### src/rtl/acw_pkg.sv
// Package: shared constants for the access watchpoint unit.
// Assumes a word-indexed register space of 64 words, watchpoints packed
// on an 8-word stride, global words placed after the watchpoint block.
package acw_pkg;
    localparam int NUM_WP    = 4;
    localparam int WP_IW     = $clog2(NUM_WP);
    localparam int REG_AW    = 6;
    localparam int WP_STRIDE = 8;
    localparam int OFS_W     = $clog2(WP_STRIDE);

    typedef enum logic [OFS_W-1:0] {
        OFS_LO  = 3'd0,
        OFS_HI  = 3'd1,
        OFS_OPM = 3'd2,
        OFS_CLM = 3'd3,
        OFS_CCL = 3'd4,
        OFS_CAD = 3'd5,
        OFS_CDT = 3'd6,
        OFS_ACK = 3'd7
    } wp_ofs_e;

    localparam logic [REG_AW-1:0] GADR_MASK = REG_AW'(NUM_WP * WP_STRIDE);
    localparam logic [REG_AW-1:0] GADR_RAW  = REG_AW'(NUM_WP * WP_STRIDE + 1);
    localparam logic [REG_AW-1:0] GADR_MSK  = REG_AW'(NUM_WP * WP_STRIDE + 2);
    localparam logic [REG_AW-1:0] GADR_IACK = REG_AW'(NUM_WP * WP_STRIDE + 3);

    localparam int DET_OP_LSB = 8;
    localparam int DET_SZ_LSB = 16;
endpackage

### src/rtl/acw_wp.sv
// Module: one watchpoint. Holds its window and masks, matches the
// presented transaction combinationally and keeps a first-hit record
// that later hits cannot overwrite until released.
// Assumes CID_W = clog2(NUM_CLIENTS) and OP_N = 2**OP_W from the parent.
module acw_wp #(
    parameter int ADDR_W      = 32,
    parameter int NUM_CLIENTS = 16,
    parameter int CID_W       = 4,
    parameter int OP_W        = 2,
    parameter int OP_N        = 4,
    parameter int SIZE_W      = 3
) (
    input  logic                   clk,
    input  logic                   rst_n,
    input  logic [3:0]             cfg_we,
    input  logic [ADDR_W-1:0]      wdata,
    input  logic                   ack_i,
    input  logic                   txn_valid,
    input  logic [ADDR_W-1:0]      txn_addr,
    input  logic [CID_W-1:0]       txn_client,
    input  logic [OP_W-1:0]        txn_op,
    input  logic [SIZE_W-1:0]      txn_size,
    output logic [ADDR_W-1:0]      lo_o,
    output logic [ADDR_W-1:0]      hi_o,
    output logic [OP_N-1:0]        opm_o,
    output logic [NUM_CLIENTS-1:0] clm_o,
    output logic                   hit_o,
    output logic                   lock_o,
    output logic [NUM_CLIENTS-1:0] cap_cl_o,
    output logic [ADDR_W-1:0]      cap_addr_o,
    output logic [CID_W-1:0]       cap_cid_o,
    output logic [OP_W-1:0]        cap_op_o,
    output logic [SIZE_W-1:0]      cap_size_o
);
    logic [NUM_CLIENTS-1:0] cl_bit;
    logic                   take;

    // Purpose: decode the client bit and decide whether this hit opens a record.
    assign cl_bit = NUM_CLIENTS'(1) << txn_client;
    assign hit_o  = txn_valid && (txn_addr >= lo_o) && (txn_addr <= hi_o)
                    && clm_o[txn_client] && opm_o[txn_op];
    assign take   = hit_o && (!lock_o || ack_i);

    // Purpose: hold the programmed window and masks.
    always_ff @(posedge clk) begin
        if (!rst_n) begin
            lo_o  <= '0;
            hi_o  <= '0;
            opm_o <= '0;
            clm_o <= '0;
        end else begin
            if (cfg_we[0]) lo_o  <= wdata;
            if (cfg_we[1]) hi_o  <= wdata;
            if (cfg_we[2]) opm_o <= wdata[OP_N-1:0];
            if (cfg_we[3]) clm_o <= wdata[NUM_CLIENTS-1:0];
        end
    end

    // Purpose: keep the first-hit record and accumulate later clients.
    always_ff @(posedge clk) begin
        if (!rst_n) begin
            lock_o     <= 1'b0;
            cap_cl_o   <= '0;
            cap_addr_o <= '0;
            cap_cid_o  <= '0;
            cap_op_o   <= '0;
            cap_size_o <= '0;
        end else begin
            lock_o <= (lock_o && !ack_i) || hit_o;
            if (take) begin
                cap_cl_o   <= cl_bit;
                cap_addr_o <= txn_addr;
                cap_cid_o  <= txn_client;
                cap_op_o   <= txn_op;
                cap_size_o <= txn_size;
            end else if (hit_o) begin
                cap_cl_o <= cap_cl_o | cl_bit;
            end
        end
    end

    AST_HIT_LOCKS: assert property (@(posedge clk) disable iff (!rst_n)
        hit_o |=> lock_o);
    AST_RECORD_HELD: assert property (@(posedge clk) disable iff (!rst_n)
        (lock_o && !ack_i) |=> ($stable(cap_addr_o) && $stable(cap_cid_o)
                                && $stable(cap_op_o) && $stable(cap_size_o)));
    AST_CLIENTS_GROW: assert property (@(posedge clk) disable iff (!rst_n)
        (lock_o && !ack_i) |=> ((cap_cl_o & $past(cap_cl_o)) == $past(cap_cl_o)));
endmodule

### src/rtl/acw_irq.sv
// Module: sticky hit status, interrupt mask, combined interrupt and
// fixed-priority source index (lowest watchpoint number wins).
// Assumes hit_i is a per-watchpoint pulse valid in the cycle it is set.
module acw_irq #(
    parameter int NUM_WP = 4,
    parameter int WP_IW  = 2
) (
    input  logic              clk,
    input  logic              rst_n,
    input  logic [NUM_WP-1:0] hit_i,
    input  logic              mask_we,
    input  logic              iack_we,
    input  logic [NUM_WP-1:0] wdata,
    output logic [NUM_WP-1:0] status_o,
    output logic [NUM_WP-1:0] mask_o,
    output logic              irq_o,
    output logic [WP_IW-1:0]  src_o
);
    logic [NUM_WP-1:0] pend;

    // Purpose: set status on hits, clear on acknowledge; a new hit wins.
    always_ff @(posedge clk) begin
        if (!rst_n) begin
            status_o <= '0;
            mask_o   <= '0;
        end else begin
            status_o <= (status_o & ~(iack_we ? wdata : '0)) | hit_i;
            if (mask_we) mask_o <= wdata;
        end
    end

    // Purpose: form the masked pending set and pick the lowest index.
    always_comb begin
        pend  = status_o & mask_o;
        irq_o = |pend;
        src_o = '0;
        for (int i = NUM_WP - 1; i >= 0; i--) begin
            if (pend[i]) src_o = WP_IW'(i);
        end
    end

    AST_HIT_SETS: assert property (@(posedge clk) disable iff (!rst_n)
        (hit_i != '0) |=> ((status_o & $past(hit_i)) == $past(hit_i)));
    AST_ACK_CLEARS: assert property (@(posedge clk) disable iff (!rst_n)
        iack_we |=> ((status_o & $past(wdata & ~hit_i)) == '0));
    AST_MASK_GATES: assert property (@(posedge clk) disable iff (!rst_n)
        (mask_o == '0) |-> !irq_o);
    AST_SRC_PENDING: assert property (@(posedge clk) disable iff (!rst_n)
        irq_o |-> (status_o[src_o] && mask_o[src_o]));
    AST_SRC_LOWEST: assert property (@(posedge clk) disable iff (!rst_n)
        irq_o |-> ((status_o & mask_o & NUM_WP'((1 << src_o) - 1)) == '0));
endmodule

### src/rtl/acc_watch_unit.sv
// Module: top of the access watchpoint unit. Decodes the register port,
// instantiates one acw_wp per watchpoint and the shared acw_irq, and
// multiplexes read data. Reads are combinational and side-effect free.
// Assumes ADDR_W >= NUM_CLIENTS and ADDR_W > DET_SZ_LSB + SIZE_W.
module acc_watch_unit
    import acw_pkg::*;
#(
    parameter int ADDR_W      = 32,
    parameter int NUM_CLIENTS = 16,
    parameter int OP_W        = 2,
    parameter int SIZE_W      = 3
) (
    input  logic                           clk,
    input  logic                           rst_n,
    input  logic                           txn_valid,
    input  logic [ADDR_W-1:0]              txn_addr,
    input  logic [$clog2(NUM_CLIENTS)-1:0] txn_client,
    input  logic [OP_W-1:0]                txn_op,
    input  logic [SIZE_W-1:0]              txn_size,
    input  logic                           reg_we,
    input  logic [REG_AW-1:0]              reg_addr,
    input  logic [ADDR_W-1:0]              reg_wdata,
    output logic [ADDR_W-1:0]              reg_rdata,
    output logic                           irq,
    output logic [WP_IW-1:0]               irq_src
);
    localparam int CID_W  = $clog2(NUM_CLIENTS);
    localparam int OP_N   = 1 << OP_W;
    localparam int DATA_W = ADDR_W;

    logic [ADDR_W-1:0]      lo_a     [NUM_WP];
    logic [ADDR_W-1:0]      hi_a     [NUM_WP];
    logic [OP_N-1:0]        opm_a    [NUM_WP];
    logic [NUM_CLIENTS-1:0] clm_a    [NUM_WP];
    logic [NUM_CLIENTS-1:0] ccl_a    [NUM_WP];
    logic [ADDR_W-1:0]      cad_a    [NUM_WP];
    logic [CID_W-1:0]       cid_a    [NUM_WP];
    logic [OP_W-1:0]        cop_a    [NUM_WP];
    logic [SIZE_W-1:0]      csz_a    [NUM_WP];
    logic [NUM_WP-1:0]      hit_v;
    logic [NUM_WP-1:0]      lock_v;
    logic [NUM_WP-1:0]      status_v;
    logic [NUM_WP-1:0]      mask_v;

    logic                   is_wp;
    logic [WP_IW-1:0]       wp_idx;
    wp_ofs_e                ofs;

    // Purpose: split the register index into watchpoint number and word offset.
    assign is_wp  = reg_addr < REG_AW'(NUM_WP * WP_STRIDE);
    assign wp_idx = reg_addr[OFS_W +: WP_IW];
    assign ofs    = wp_ofs_e'(reg_addr[OFS_W-1:0]);

    for (genvar n = 0; n < NUM_WP; n++) begin : g_wp
        logic       sel;
        logic [3:0] cfg_we;
        assign sel    = reg_we && is_wp && (wp_idx == WP_IW'(n));
        assign cfg_we = {sel && (ofs == OFS_CLM), sel && (ofs == OFS_OPM),
                         sel && (ofs == OFS_HI),  sel && (ofs == OFS_LO)};

        acw_wp #(
            .ADDR_W(ADDR_W), .NUM_CLIENTS(NUM_CLIENTS), .CID_W(CID_W),
            .OP_W(OP_W), .OP_N(OP_N), .SIZE_W(SIZE_W)
        ) u_wp (
            .clk        (clk),
            .rst_n      (rst_n),
            .cfg_we     (cfg_we),
            .wdata      (reg_wdata),
            .ack_i      (sel && (ofs == OFS_ACK)),
            .txn_valid  (txn_valid),
            .txn_addr   (txn_addr),
            .txn_client (txn_client),
            .txn_op     (txn_op),
            .txn_size   (txn_size),
            .lo_o       (lo_a[n]),
            .hi_o       (hi_a[n]),
            .opm_o      (opm_a[n]),
            .clm_o      (clm_a[n]),
            .hit_o      (hit_v[n]),
            .lock_o     (lock_v[n]),
            .cap_cl_o   (ccl_a[n]),
            .cap_addr_o (cad_a[n]),
            .cap_cid_o  (cid_a[n]),
            .cap_op_o   (cop_a[n]),
            .cap_size_o (csz_a[n])
        );
    end

    acw_irq #(.NUM_WP(NUM_WP), .WP_IW(WP_IW)) u_irq (
        .clk      (clk),
        .rst_n    (rst_n),
        .hit_i    (hit_v),
        .mask_we  (reg_we && (reg_addr == GADR_MASK)),
        .iack_we  (reg_we && (reg_addr == GADR_IACK)),
        .wdata    (reg_wdata[NUM_WP-1:0]),
        .status_o (status_v),
        .mask_o   (mask_v),
        .irq_o    (irq),
        .src_o    (irq_src)
    );

    // Purpose: select the read word for the presented register index.
    always_comb begin
        reg_rdata = '0;
        if (is_wp) begin
            case (ofs)
                OFS_LO:  reg_rdata = lo_a[wp_idx];
                OFS_HI:  reg_rdata = hi_a[wp_idx];
                OFS_OPM: reg_rdata = DATA_W'(opm_a[wp_idx]);
                OFS_CLM: reg_rdata = DATA_W'(clm_a[wp_idx]);
                OFS_CCL: reg_rdata = DATA_W'(ccl_a[wp_idx]);
                OFS_CAD: reg_rdata = cad_a[wp_idx];
                OFS_CDT: begin
                    reg_rdata[CID_W-1:0]             = cid_a[wp_idx];
                    reg_rdata[DET_OP_LSB +: OP_W]    = cop_a[wp_idx];
                    reg_rdata[DET_SZ_LSB +: SIZE_W]  = csz_a[wp_idx];
                end
                default: reg_rdata = DATA_W'(lock_v[wp_idx]);
            endcase
        end else if (reg_addr == GADR_MASK) begin
            reg_rdata = DATA_W'(mask_v);
        end else if (reg_addr == GADR_RAW) begin
            reg_rdata = DATA_W'(status_v);
        end else if (reg_addr == GADR_MSK) begin
            reg_rdata = DATA_W'(status_v & mask_v);
        end
    end
endmodule

### config.mk
export PLATFORM = sky130hd
export DESIGN_NAME = acc_watch_unit
export DESIGN_NICKNAME = d
export VERILOG_FILES = /design/src/rtl/acw_pkg.sv /design/src/rtl/acw_wp.sv /design/src/rtl/acw_irq.sv /design/src/rtl/acc_watch_unit.sv
export SDC_FILE = /design/constraint.sdc
export NUM_CORES = 2
export LEC_CHECK = 0
export CAP_MARGIN = 20
export CORE_MARGIN = 2
export CORE_UTILIZATION = 25
export CTS_CLUSTER_SIZE = 30
export DETAILED_ROUTE_END_ITERATION = 12
export SYNTH_ARGS = -nofsm -noshare
export SYNTH_HDL_FRONTEND = slang
export SYNTH_SLANG_ARGS = --single-unit
### constraint.sdc
create_clock -name clk -period 11.93 [get_ports clk]
set_clock_uncertainty 0.05 [all_clocks]
set_input_delay 3.579 -clock clk [delete_from_list [all_inputs] [get_ports clk]]
set_output_delay 3.579 -clock clk [all_outputs]
set_load 0.005 [all_outputs]
# == Word level (Yosys, flattened, before mapping) ==
# Index checks and enable logic that the tools add are counted.
# Widths: inputs -> output; s select.
# word_totals
ff_bits,576
out_inout_bits,35
elab_cells,222
# classes
order_cmp,13
eq_ne,14
n_shift,1
muxes,68
bitwise_logic,10
n_reduce_logical,74
# op_table
operator,n
$mux 32,7
$bmux 32 s2,3
$mux 16,12
$ge 32x32->1,4
$le 32x32->1,4
$bmux 16 s2,2
$or 16x16->16,4
$logic_and 1x1->1,51
$pmux 13 s3,1
$mux 4,8
$pmux 6 s5,1
$pmux 4 s7,1
$eq 6x6->1 const B,4
$pmux 4 s5,1
$bmux 1 s4,4
$bmux 4 s2,2
$shl 1x4->16 const A,1
$and 4x4->4,3
$eq 3x3->1 const B,4
$mux 2,6
$pmux 2 s6,1
$pmux 3 s4,1
$bmux 1 s2,5
$mux 1,9
20 further kinds,41

# == Longest topological paths before layout ==
# depth
depth_word,7
depth_mapped,13
mapped_depth_nobuf,10

# == By module ==
# From an unflattened synthesis, not the netlist that was laid out.
# hier_totals
cells_unflattened,3536
area_unflattened_um2,34423.0
# by_module_without_submodules
module,instances,cells_each,area_each_um2,seq_area_each_um2
acw_wp at g_wp[0].u_wp ...,2,776,7238.2,2842.7
acw_wp at g_wp[3].u_wp,1,767,7324.5,2842.7
acw_wp at g_wp[2].u_wp,1,771,7312.0,2842.7
acc_watch_unit,1,410,4966.0,0.0
acw_irq,1,36,344.1,160.2

# == Worst setup path before layout ==
# No wires, ideal clock.
# synth_path
path_type,in2out
from,input reg_addr[4]
to,output reg_rdata[15]
arrival_time_ns,5.616
t_required_ns,8.301
slack_ns,2.685
cell_stages,9
n_path_buf,5
path_cell_list,buf_2 buf_2 buf_4 buf_2 buf_2 mux4_2 mux2_2 a22oi_1 nor2_1
# synth_between
elab_chain_cells,6
word_cells_on_any_way,19
classes_between,1 x order compare; 17 x mux; 1 x bitwise
# synth_lines
item,line_no,source
"start, declared",acc_watch_unit.sv:21,"input logic [REG_AW-1:0] reg_addr,"
$not 2->3 (not written as such),--,
"$bmux 32 s2, or another cell as far along",acc_watch_unit.sv:112,OFS_CAD: reg_rdata = cad_a[wp_idx];
"$mux 32 (not written as such), or another cell as far along (2 in series)",acc_watch_unit.sv:112,
$pmux 6 s5,acc_watch_unit.sv:106,case (ofs)
$mux 32 *,acc_watch_unit.sv:105,if (is_wp) begin
"end, declared",acc_watch_unit.sv:23,"output logic [ADDR_W-1:0] reg_rdata,"
# Every way passes the cells marked *; elsewhere a longest branch is shown, timed or not. The select of a mux whose other input is x is not followed.

# == Final worst setup path ==
# layout_path
from,input reg_addr[4]
to,output reg_rdata[10]
# The elaborated chain is that of the path after synthesis.

==> results.md <==
* Residual DRC at 0
* Setup slack at placement at ~1.7 ns
* CTS max path bufs at 3
* Slew margin rel. at around a fifth
* Final TNS setup at 0 ns
* Post-synth EDFFs at 0
* Cell Pwr Density at roughly 110 nW/um^2
* CP required at between 8 and 9 ns
* Syn Nets at around 4100
* Main synth FF type: dfxtp_1
* CP max stage delay at roughly 0.62 ns
* Post-Synthesis Cells at roughly 3800
* Ys Warns at 0
* Die area at about 130000 um^2
* Inserted Clock Buffers at 60
* VDD IR max at between 100 and 150 uV
* Routed WL per cell at about 21 um
* Crit Path Max Fanout at slightly below 80
* WHS at between 0.4 and 0.5 ns
* RSZ-0062 raised after global routing: no
* Hpwl dp at just over 80 mm
* R2R Setup Slk at between 7 and 8 ns
* Drt first pass iters at 8
* Clk_lat worst skew at between 0.6 and 0.7 ns
* CP startpoint kind: primary input
* Hold Buf Count CTS at 0
* Core area at between 100000 and 150000 um^2
* Post-Syn Area at 33000 um^2
* TritonCTS clock tree: built
* R2R cell count at 10
* Main combinational cell family by area after synthesis: simple AND/OR/NAND/NOR gates
* I/O Pins at about 120
* Leak at 0.0128 uW
* Fraction of layout cells with a size suffix above 1 at under 10%
* Gp weighted congestion at approximately 0.89
* Worst-Margin Slew at 1.22 ns
* Resize count post-CTS at 0
* GRT Resource Usage Total at between 10% and 20%
* Final WL at 118 mm
* Gr ovfl total at 0
* Critical path depth at 7
* Final setup fails at 0
* Final antenna-violating net count at 0
* Crit path kind: primary input to output port
* Tmin final at about 10 ns
* # nets final at 4050
* Setup ws final at between 1.5 and 2 ns
* RR Endpoint: g_wp[3].u_wp.cap_addr_o[21]
* Slowest-stage cell, CP: buf_8
* Clock slew seen by the registers of the worst setup and hold paths at 0.06 ns
* Crit path buffers/inverters at 2
* Number of H-tree levels at 2
* Vias at around 28000
* Starting density of the core at roughly a quarter
* Vias per cell at ~5.0
* Yosys reg bits at approximately 580
* Postcts setup bufs at 0
* Most frequent cells in the layout: 987 x nand2_1, 576 x dfxtp_1, 340 x a21boi_0
* Run status: finished, final reports clean
* Vias in the first global route at 26735
* Syn_area_per_cell at approximately 8.8 um^2
* Clock Root Buffer: clkbuf_16
* Crit path launch: reg_addr[4]
* Adder-cell share of the synthesized area at under 10%
* Final Hold Fails at 0
* Worst r2r src: g_wp[3].u_wp.hi_o[3]
* Final Cycle Share at 85.8%
* Synth async-reset ratio at 0%
* FP Rows at 133
* Slew Limit Fails at 0
* Drt first-iter violations at roughly 2600
* Die Height at approximately 370 um
* CP Cell Sequence: buf_8, mux4_2, mux2i_1, o22ai_1, a22oi_1, nor2_1, clkdlybuf4s50_1
* Synth cell types at 76
* Clock Sinks at 576
* Most common cell after layout, fill and taps aside: nand2_1
* Synth Area in Compound Gates at between 10% and 20%
* Critical path arrival at 6.61 ns
* Proportion of synthesized area in mux cells at between 10% and 20%
* Die width at roughly 370 um
* Antenna violations before repair at 20
* Simple-gate portion of the synthesized area at between 15 and 20%
* Largest net degree at the start of global routing at around 170
* Layout overhead on the synthesized area at 13.9%
* CP endpoint: reg_rdata[10]
* Post-Synth XOR/XNOR Area at 0%
* Worst path top cell family by delay: multiplexers
* Max cap viols at 0
* Hold crit path type: flip-flop to flip-flop
* Crit path capture type: output port
* First-pass GRT wire length at about 180 mm
* Fmax at just under 0.1 GHz
* Port bufs at 117
* Sequential share of the synthesized area at between 30% and 40%
## logic make-up (layout without fill, tap and decap cells)
group	count (synthesis)	in the layout
buffers and inverters	554	552
DFF	576	576
adders and majority gates	256	256
and+or+nand+nor	1301	1301
other	0	3
muxes	328	328
AOI/OAI and AO/OA	738	738
## synthesized netlist by cell type (5+ instances only)
master | instances | share of area [%]
mux2_2 | 12 | 0.41
dlygate4sd3_1 | 6 | 0.18
o22ai_1 | 48 | 0.91
buf_1 | 13 | 0.15
nand3_1 | 103 | 1.6
clkbuf_1 | 168 | 1.9
inv_1 | 289 | 3.3
nand4_1 | 42 | 0.80
a21o_1 | 23 | 0.52
a32oi_1 | 6 | 0.16
a211oi_1 | 10 | 0.23
a21oi_1 | 120 | 1.8
mux2i_1 | 152 | 4.6
nand2_1 | 988 | 11
o211ai_1 | 7 | 0.16
mux4_2 | 160 | 11
nor3_1 | 18 | 0.27
o21ai_0 | 98 | 1.5
nand2b_1 | 11 | 0.21
a22oi_1 | 16 | 0.36
o21a_1 | 5 | 0.11
or4_1 | 5 | 0.11
buf_2 | 29 | 0.44
nor2_1 | 76 | 0.87
buf_4 | 13 | 0.30
nor2b_1 | 21 | 0.40
and4_1 | 9 | 0.24
a21boi_0 | 340 | 7.7
buf_6 | 8 | 0.27
ha_1 | 256 | 9.7
dfxtp_1 | 576 | 35
clkbuf_2 | 17 | 0.26
a221oi_1 | 9 | 0.24
a32o_1 | 15 | 0.46
## metrics by stage
| step | std cells | util, % | total power [uW] | instance area (um^2) |
|---|---|---|---|---|
| final | 5509 | 28.6 | 4310 | 37500 |
| after floorplan | 3753 | - | 2200 | 33000 |
| after CTS | 5505 | 28.6 | 4330 | 37500 |
| after detailed placement | 5403 | 27.0 | 2350 | 35500 |
| after global placement | 5402 | 27.0 | 2340 | 35400 |
| after global routing | 5508 | 28.6 | 4430 | 37500 |
## final cells by class
type | count | area, um^2
fillers | 13864 | 93600
multi-input cells | 2623 | 19100
flip-flops and latches | 576 | 11500
well taps | 1755 | 2200
clock buffers | 85 | 1780
repair buffers | 160 | 1550
inverters | 290 | 1090
clock inverters | 17 | 279
diodes | 3 | 7.51
## worst min-delay path by stage
stage,slack [ns],startpoint,endpoint,cells past startpoint
floorplan,0.38,g_wp[3].u_wp.cap_addr_o[0],g_wp[3].u_wp.cap_addr_o[0],2
detailed placement,0.39,g_wp[3].u_wp.cap_addr_o[20],g_wp[3].u_wp.cap_addr_o[20],2
finish,0.40,g_wp[3].u_wp.cap_addr_o[20],g_wp[3].u_wp.cap_addr_o[20],2
global route,0.42,g_wp[3].u_wp.cap_op_o[1],g_wp[3].u_wp.cap_op_o[1],2
CTS,0.41,g_wp[3].u_wp.cap_addr_o[22],g_wp[3].u_wp.cap_addr_o[22],2
global placement,0.39,g_wp[3].u_wp.cap_addr_o[4],g_wp[3].u_wp.cap_addr_o[4],2
## worst register-to-register path, delay by kind of cell, from the launching register on
kind / cells / cell delay (ns)
AO/OA/AOI/OAI: 2 / 0.62
multiplexers: 1 / 0.40
buffers and inverters: 2 / 0.95
AND/OR/NAND/NOR: 4 / 1.87
adder cells (fa/ha/maj): 1 / 0.36
flip-flops: 1 / 0.34
## metal layers
metal / track usage, % / wire length (um) / up-vias
met1: 21.8 / 49500 / 13512
met4: 6.90 / 4780 / 28
met2: 27.9 / 54800 / 1016
met3: 3.14 / 8570 / 266
met5: 0 / 149 / -
li1: - / - / 12879
## sequential cells by signal, summed over array words and instances, names as in the netlist
name / cells
g_wp.u_wp.lock_o: 4
g_wp.u_wp.opm_o: 16
u_irq.status_o: 4
g_wp.u_wp.cap_size_o: 12
g_wp.u_wp.cap_cid_o: 16
g_wp.u_wp.clm_o: 64
g_wp.u_wp.cap_op_o: 8
g_wp.u_wp.cap_cl_o: 64
g_wp.u_wp.hi_o: 128
u_irq.mask_o: 4
g_wp.u_wp.cap_addr_o: 128
g_wp.u_wp.lo_o: 128
## power breakdown
part           internal (uW)  leakage [uW]  switching [uW]
Combinational            134       0.00714             247
Clock                   1160       0.00102             835
Sequential              1930       0.00464            4.47
Note: power is estimated with default switching activity, not from simulation.
